`config.mk`:
```
export PLATFORM = sky130hd
export DESIGN_NAME = sm_addsub_unit
export DESIGN_NICKNAME = d
export VERILOG_FILES = /design/src/rtl/sm_pkg.sv /design/src/rtl/sm_sign_select.sv /design/src/rtl/sm_mag_adder.sv /design/src/rtl/sm_result_fix.sv /design/src/rtl/sm_addsub_unit.sv
export SDC_FILE = /design/constraint.sdc
export NUM_CORES = 1
export LEC_CHECK = 0
export BUFFER_PORTS_ARGS = -buffer_cell sky130_fd_sc_hd__buf_2
export CORE_ASPECT_RATIO = 1.75
export CORE_UTILIZATION = 45
export DETAILED_ROUTE_END_ITERATION = 8
export PLACE_DENSITY = 0.72
export SYNTH_ARGS = -nofsm -noshare
export SYNTH_HDL_FRONTEND = slang
export SYNTH_SLANG_ARGS = --single-unit
```
`constraint.sdc`:
```
create_clock -name clk -period 2.4 [get_ports clk]
set_clock_uncertainty 0.2 [all_clocks]
set_input_delay 0.48 -clock clk [delete_from_list [all_inputs] [get_ports clk]]
set_output_delay 0.48 -clock clk [all_outputs]
set_load 0.02 [all_outputs]
```
`src/rtl/sm_pkg.sv`:
```
package sm_pkg;
  typedef enum logic [1:0] {
    ST_IDLE = 2'd0,
    ST_ADD  = 2'd1,
    ST_FIX  = 2'd2
  } sm_state_e;
endpackage

```
`src/rtl/sm_sign_select.sv`:
```
// Decides between the magnitude-add and magnitude-subtract paths.
module sm_sign_select (
  input  logic a_sign,
  input  logic b_sign,
  input  logic sub_mode,
  output logic sub_path
);
  logic b_eff;

  always_comb begin
    b_eff    = b_sign ^ sub_mode;   // subtract: flip the second sign
    sub_path = a_sign ^ b_eff;      // unlike signs: subtract magnitudes
  end
endmodule

```
`src/rtl/sm_mag_adder.sv`:
```
// Complementer plus parallel adder with an end carry.
module sm_mag_adder #(
  parameter int MAG_W = 4
) (
  input  logic [MAG_W-1:0] a_in,
  input  logic [MAG_W-1:0] b_in,
  input  logic             complement,
  output logic             carry,
  output logic [MAG_W-1:0] sum
);
  logic [MAG_W-1:0] b_cx;
  logic [MAG_W:0]   total;

  for (genvar i = 0; i < MAG_W; i++) begin : g_cpl
    assign b_cx[i] = b_in[i] ^ complement;
  end

  always_comb begin
    total = {1'b0, a_in} + {1'b0, b_cx} + {{MAG_W{1'b0}}, complement};
    carry = total[MAG_W];
    sum   = total[MAG_W-1:0];
  end
endmodule

```
`src/rtl/sm_result_fix.sv`:
```
// Fixes magnitude and sign after the adder step.
module sm_result_fix #(
  parameter int MAG_W = 4
) (
  input  logic             sub_path,
  input  logic             end_carry,
  input  logic             a_sign,
  input  logic [MAG_W-1:0] mag_in,
  output logic             sign_out,
  output logic [MAG_W-1:0] mag_out
);
  always_comb begin
    mag_out  = mag_in;
    sign_out = a_sign;
    if (sub_path) begin
      if (end_carry) begin
        if (mag_in == '0) sign_out = 1'b0;     // equal magnitudes: +0
      end else begin
        mag_out  = ~mag_in + {{(MAG_W-1){1'b0}}, 1'b1};
        sign_out = ~a_sign;
      end
    end
  end
endmodule

```
`src/rtl/sm_addsub_unit.sv`:
```
module sm_addsub_unit #(
  parameter int MAG_W = 4
) (
  input  logic             clk,
  input  logic             rst,
  input  logic             start,
  input  logic             sub_mode,
  input  logic             a_sign,
  input  logic [MAG_W-1:0] a_mag,
  input  logic             b_sign,
  input  logic [MAG_W-1:0] b_mag,
  output logic             done,
  output logic             res_sign,
  output logic [MAG_W-1:0] res_mag,
  output logic             add_ovf
);
  import sm_pkg::*;

  sm_state_e        st;
  logic [MAG_W-1:0] acc_q;
  logic [MAG_W-1:0] opb_q;
  logic             asg_q;
  logic             bsg_q;
  logic             mode_q;
  logic             e_q;
  logic             ovf_q;
  logic             path_q;
  logic             done_q;

  logic             sub_path_c;
  logic             carry_c;
  logic [MAG_W-1:0] sum_c;
  logic             fix_sign_c;
  logic [MAG_W-1:0] fix_mag_c;

  sm_sign_select u_sel (
    .a_sign   (asg_q),
    .b_sign   (bsg_q),
    .sub_mode (mode_q),
    .sub_path (sub_path_c)
  );

  sm_mag_adder #(.MAG_W(MAG_W)) u_add (
    .a_in       (acc_q),
    .b_in       (opb_q),
    .complement (sub_path_c),
    .carry      (carry_c),
    .sum        (sum_c)
  );

  sm_result_fix #(.MAG_W(MAG_W)) u_fix (
    .sub_path  (path_q),
    .end_carry (e_q),
    .a_sign    (asg_q),
    .mag_in    (acc_q),
    .sign_out  (fix_sign_c),
    .mag_out   (fix_mag_c)
  );

  always_ff @(posedge clk) begin
    if (rst) begin
      st     <= ST_IDLE;
      acc_q  <= '0;
      opb_q  <= '0;
      asg_q  <= 1'b0;
      bsg_q  <= 1'b0;
      mode_q <= 1'b0;
      e_q    <= 1'b0;
      ovf_q  <= 1'b0;
      path_q <= 1'b0;
      done_q <= 1'b0;
    end else begin
      done_q <= 1'b0;
      case (st)
        ST_IDLE: begin
          if (start) begin
            acc_q  <= a_mag;
            asg_q  <= a_sign;
            opb_q  <= b_mag;
            bsg_q  <= b_sign;
            mode_q <= sub_mode;
            st     <= ST_ADD;
          end
        end
        ST_ADD: begin
          acc_q  <= sum_c;
          e_q    <= carry_c;
          path_q <= sub_path_c;
          ovf_q  <= sub_path_c ? 1'b0 : carry_c;
          st     <= ST_FIX;
        end
        ST_FIX: begin
          acc_q  <= fix_mag_c;
          asg_q  <= fix_sign_c;
          done_q <= 1'b1;
          st     <= ST_IDLE;
        end
        default: st <= ST_IDLE;
      endcase
    end
  end

  assign done     = done_q;
  assign res_sign = asg_q;
  assign res_mag  = acc_q;
  assign add_ovf  = ovf_q;
endmodule

```
==> key figures <==
Worst setup path
  – Peak fanout along the critical path: 4
  – Slack of the worst reg-to-reg path: -50 ps
  – Reg2Reg Capture Point: res_mag[3]
  – Cell family with the largest share of critical-path delay: XOR/XNOR gates
  – Crit-path max cell delay: 480 ps
  – Setup CP Type: reg2reg
  – Cell-by-cell trace of the critical path: xnor3_2 -> xnor2_2 -> ha_1 -> a21oi_2 -> o311ai_4 -> xor2_1 -> a221oi_2 -> o41ai_2
  – Data required time at the worst endpoint: 2390 ps
  – Count of buffering cells on the critical path with inverters included: 0
  – Depth of the worst register-to-register path: 8
  – Type of destination of the critical path: flip-flop
  – Critical Path Source Type: flip-flop
  – Origin of the critical flop-to-flop path: mode_q
  – Slowest stage cell, crit path: sky130_fd_sc_hd__xnor3_2
  – Worst EP arrival: 2450 ps

Finish
  – Number of nets in the final layout: 170
  – Post-layout instance area: 0.00125 sq mm
  – Area of the multi-input gates: 683 sq um
  – Ant. Diodes: 0
  – Count of filler cells inserted in the layout: 186
  – Layout cell share with drive strength beyond 1: 29.7%
  – Area added between synthesis and finish: 21.7%
  – Sequential cell area in the final layout: 343 sq um

Floorplanning
  – Die area: 0.00249 sq mm
  – Initial Util: 48.6%
  – Area of the core: 0.00212 sq mm
  – Horizontal extent of the die: 38.2 microns
  – I/O pin total: 21
  – Floorplan die height: 65.3 microns
  – Number of placement rows: 22

STA
  – Post-route setup slack: -54.8 ps
  – Post-Route Hold Slack: 209 ps
  – RSZ-0062 raised after global routing: yes
  – Final worst-path cycle share: 102%
  – Highest clock frequency the design can meet: 407 MHz
  – Slew Limit Fails: 0
  – Worst slew slack as a fraction of its limit: 71.3%
  – Total count of hold-check failures in the final report: 0
  – Finish-stage setup viols: 1
  – Worst Tran Pin Value: 431 ps
  – Minimum period implied by the final worst setup slack: 2450 ps

Logic synthesis
  – Post-synthesis cell type with the largest combined area: sky130_fd_sc_hd__dfxtp_1
  – Portion of synthesized cell area occupied by the leading cell type: 33.0%
  – Synthesized instance count: 121
  – Area of the mapped netlist: 0.00103 sq mm
  – Synthesized netlist net count: 145
  – Number of storage elements in the synthesis netlist: 17
  – Top cells by area, synth: sky130_fd_sc_hd__dfxtp_1, sky130_fd_sc_hd__ha_1, sky130_fd_sc_hd__a21oi_1
  – Average cell area after synthesis: 8.52 sq um
  – Library cells used by synthesis: 29
  – Sequential area share after synthesis: 33.0%
  – Warning count from the yosys run: 0

Route
  – ANT nets after route: 0
  – Total wire length after detailed routing: 2.40 mm
  – WL/cell: 14.2 microns
  – Number of iterations in the first detailed-routing pass: 4
  – First DRT Iteration DRCs: 24
  – Number of remaining DRC errors: 0
  – Via-per-instance ratio: 5.59
  – Total vias in the final route: 945

GRT
  – Vias in the first global route: 908
  – Gr usage total: 22.1%
  – Remaining Overflow, GRT: 0
  – Largest net degree at the start of global routing: 19
  – Initial antenna violation count: 0
  – First-pass GRT wire length: 3.91 mm

Job
  – Max-cap violation count: 0

Hold path
  – Worst min-delay path startpoint: b_mag[2]
  – Min-Delay Endpoint: opb_q[2]
  – Number of cells traversed by the worst hold path: 3
  – Worst Hold Class: in2reg

Status
  – Violations in the final reports: negative setup slack
  – Run status: finished, violations left

Placement
  – IO buf count: 20
  – Placed standard-cell area: 0.00118 sq mm
  – Hpwl dp: 1.87 mm
  – Placer congestion estimate: 0.805

Pwr
  – Max IR drop VDD: 0.371 mV
  – Pwr per Cell Area: 745 mW/mm^2
  – Pleak: 0.566 nW

Clock tree
  – Worst skew pair latency: 310 ps
  – Post-CTS repair timing setup buffer count: 0
  – Root Buffer: sky130_fd_sc_hd__clkbuf_4
  – Clock tree from TritonCTS: yes
  – Number of sinks driven by the clock tree: 17
  – H-tree levels: 1
  – Number of buffers created by CTS: 3
  – Clock-pin slew on the worst setup and hold paths: 100 ps
  – Clock tree buffer depth: 2
-- worst min-delay path, delay by kind of cell --
family	cells	cell delay [ps]
buffers and inverters	1	100
AOI/OAI and AO/OA	1	50
and+or+nand+nor	1	50
-- layout by cell type (no fill, tap or decap) --
cell type	n
sky130_fd_sc_hd__nor3b_1	2
sky130_fd_sc_hd__clkinv_2	1
sky130_fd_sc_hd__xnor2_2	2
sky130_fd_sc_hd__nor2b_1	3
sky130_fd_sc_hd__ha_1	9
sky130_fd_sc_hd__a311oi_1	1
sky130_fd_sc_hd__a21oi_2	1
sky130_fd_sc_hd__a21o_1	1
sky130_fd_sc_hd__clkbuf_4	3
sky130_fd_sc_hd__xor2_1	2
sky130_fd_sc_hd__a221oi_2	3
sky130_fd_sc_hd__xnor3_2	1
sky130_fd_sc_hd__nand4_1	1
sky130_fd_sc_hd__xnor2_1	3
sky130_fd_sc_hd__inv_1	7
sky130_fd_sc_hd__o41ai_2	1
sky130_fd_sc_hd__nor3_1	3
sky130_fd_sc_hd__a211o_1	1
sky130_fd_sc_hd__buf_4	6
sky130_fd_sc_hd__o311ai_4	1
sky130_fd_sc_hd__a21oi_1	12
sky130_fd_sc_hd__nand3b_1	2
sky130_fd_sc_hd__mux2i_1	2
sky130_fd_sc_hd__nand2b_1	1
sky130_fd_sc_hd__o21ai_0	2
sky130_fd_sc_hd__a211oi_1	3
sky130_fd_sc_hd__dfxtp_1	15
sky130_fd_sc_hd__nand2_1	10
sky130_fd_sc_hd__fa_2	1
sky130_fd_sc_hd__dfxtp_2	2
sky130_fd_sc_hd__nor2_1	15
sky130_fd_sc_hd__o21ai_2	1
sky130_fd_sc_hd__nand3_1	7
sky130_fd_sc_hd__buf_2	20
-- where the power goes --
part | leakage [nW] | internal (mW) | switching (mW)
combinational | 0.408 | 0.199 | 0.228
sequential | 0.140 | 0.310 | 0.0325
clock | 0.0177 | 0.0625 | 0.104
-- synth_stat cells, drive strengths merged --
| cell type | number |
|---|---|
| a211o | 1 |
| a211oi | 3 |
| a21o | 1 |
| a21oi | 13 |
| a221oi | 3 |
| a311oi | 1 |
| buf | 1 |
| clkbuf | 5 |
| dfxtp | 17 |
| fa | 1 |
| ha | 9 |
| inv | 7 |
| mux2i | 2 |
| nand2 | 10 |
| nand2b | 1 |
| nand3 | 7 |
| nand3b | 2 |
| nand4 | 1 |
| nor2 | 15 |
| nor2b | 3 |
| nor3 | 3 |
| nor3b | 2 |
| o21ai | 3 |
| o311ai | 1 |
| o41ai | 1 |
| xnor2 | 5 |
| xnor3 | 1 |
| xor2 | 2 |
-- worst max-delay path by stage --
stage | cells past startpoint | endpoint | from
finish | 8 | res_mag[3] | mode_q
global route | 8 | res_mag[1] | mode_q
CTS | 8 | res_mag[3] | res_sign
detailed placement | 8 | res_mag[3] | mode_q
global placement | 8 | res_mag[3] | mode_q
floorplan | 8 | res_mag[3] | mode_q
-- routing by layer --
layer	GRT usage [%]	wire, microns
met1	22.2	919
met2	39.8	1360
met3	3.38	54
met4	12.9	68
met5	0	0
-- registers in the layout, indices dropped and copies added, names as in the netlist --
| signal | flops |
|---|---|
| add_ovf | 1 |
| bsg_q | 1 |
| mode_q | 1 |
| res_mag | 4 |
| path_q | 1 |
| done | 1 |
| e_q | 1 |
| st | 2 |
| res_sign | 1 |
| opb_q | 4 |
-- stage by stage --
| stage | instances | setup WS [ps] | util (%) | power (mW) | TNS [ps] |
|---|---|---|---|---|---|
| after floorplan | 121 | -84.3 | - | 0.614 | -84.3 |
| after global placement | 165 | -78.3 | 55.8 | 0.715 | -121 |
| after detailed placement | 165 | -238 | 55.8 | 0.731 | -310 |
| after CTS | 169 | -66.7 | 58.3 | 0.911 | -151 |
| after global routing | 169 | -124 | 59.2 | 0.988 | -363 |
| final | 169 | -54.8 | 59.2 | 0.936 | -54.8 |
-- cell type report --
type / count / share of cell area, %
multi-input combinational: 91 / 54.4
clock inverter: 1 / 0.399
inverter: 7 / 2.09
sequential: 17 / 27.3
tap: 24 / 2.39
timing repair buffer: 26 / 11.6
clock buffer: 3 / 1.79
-- logic make-up (layout without fill, tap and decap cells) --
logic type | after synthesis | in the layout | share of synthesized area, %
flops | 17 | 17 | 33.0
simple gates | 44 | 44 | 19.9
xor+xnor | 8 | 8 | 8.25
fa+ha+maj | 10 | 10 | 12.9
buf+inv | 13 | 37 | 4.97
mux | 2 | 2 | 1.94
compound gates | 27 | 27 | 19.1
-- timing repair --
| item | 4_1_cts | 5_1_grt |
|---|---|---|
| hold buffers | 0 | 0 |
| pin swaps | 3 | 1 |
| endpoints found under the setup margin | 3 | 4 |
| resized for setup | 5 | 5 |
(Power assumes the default switching activity.)
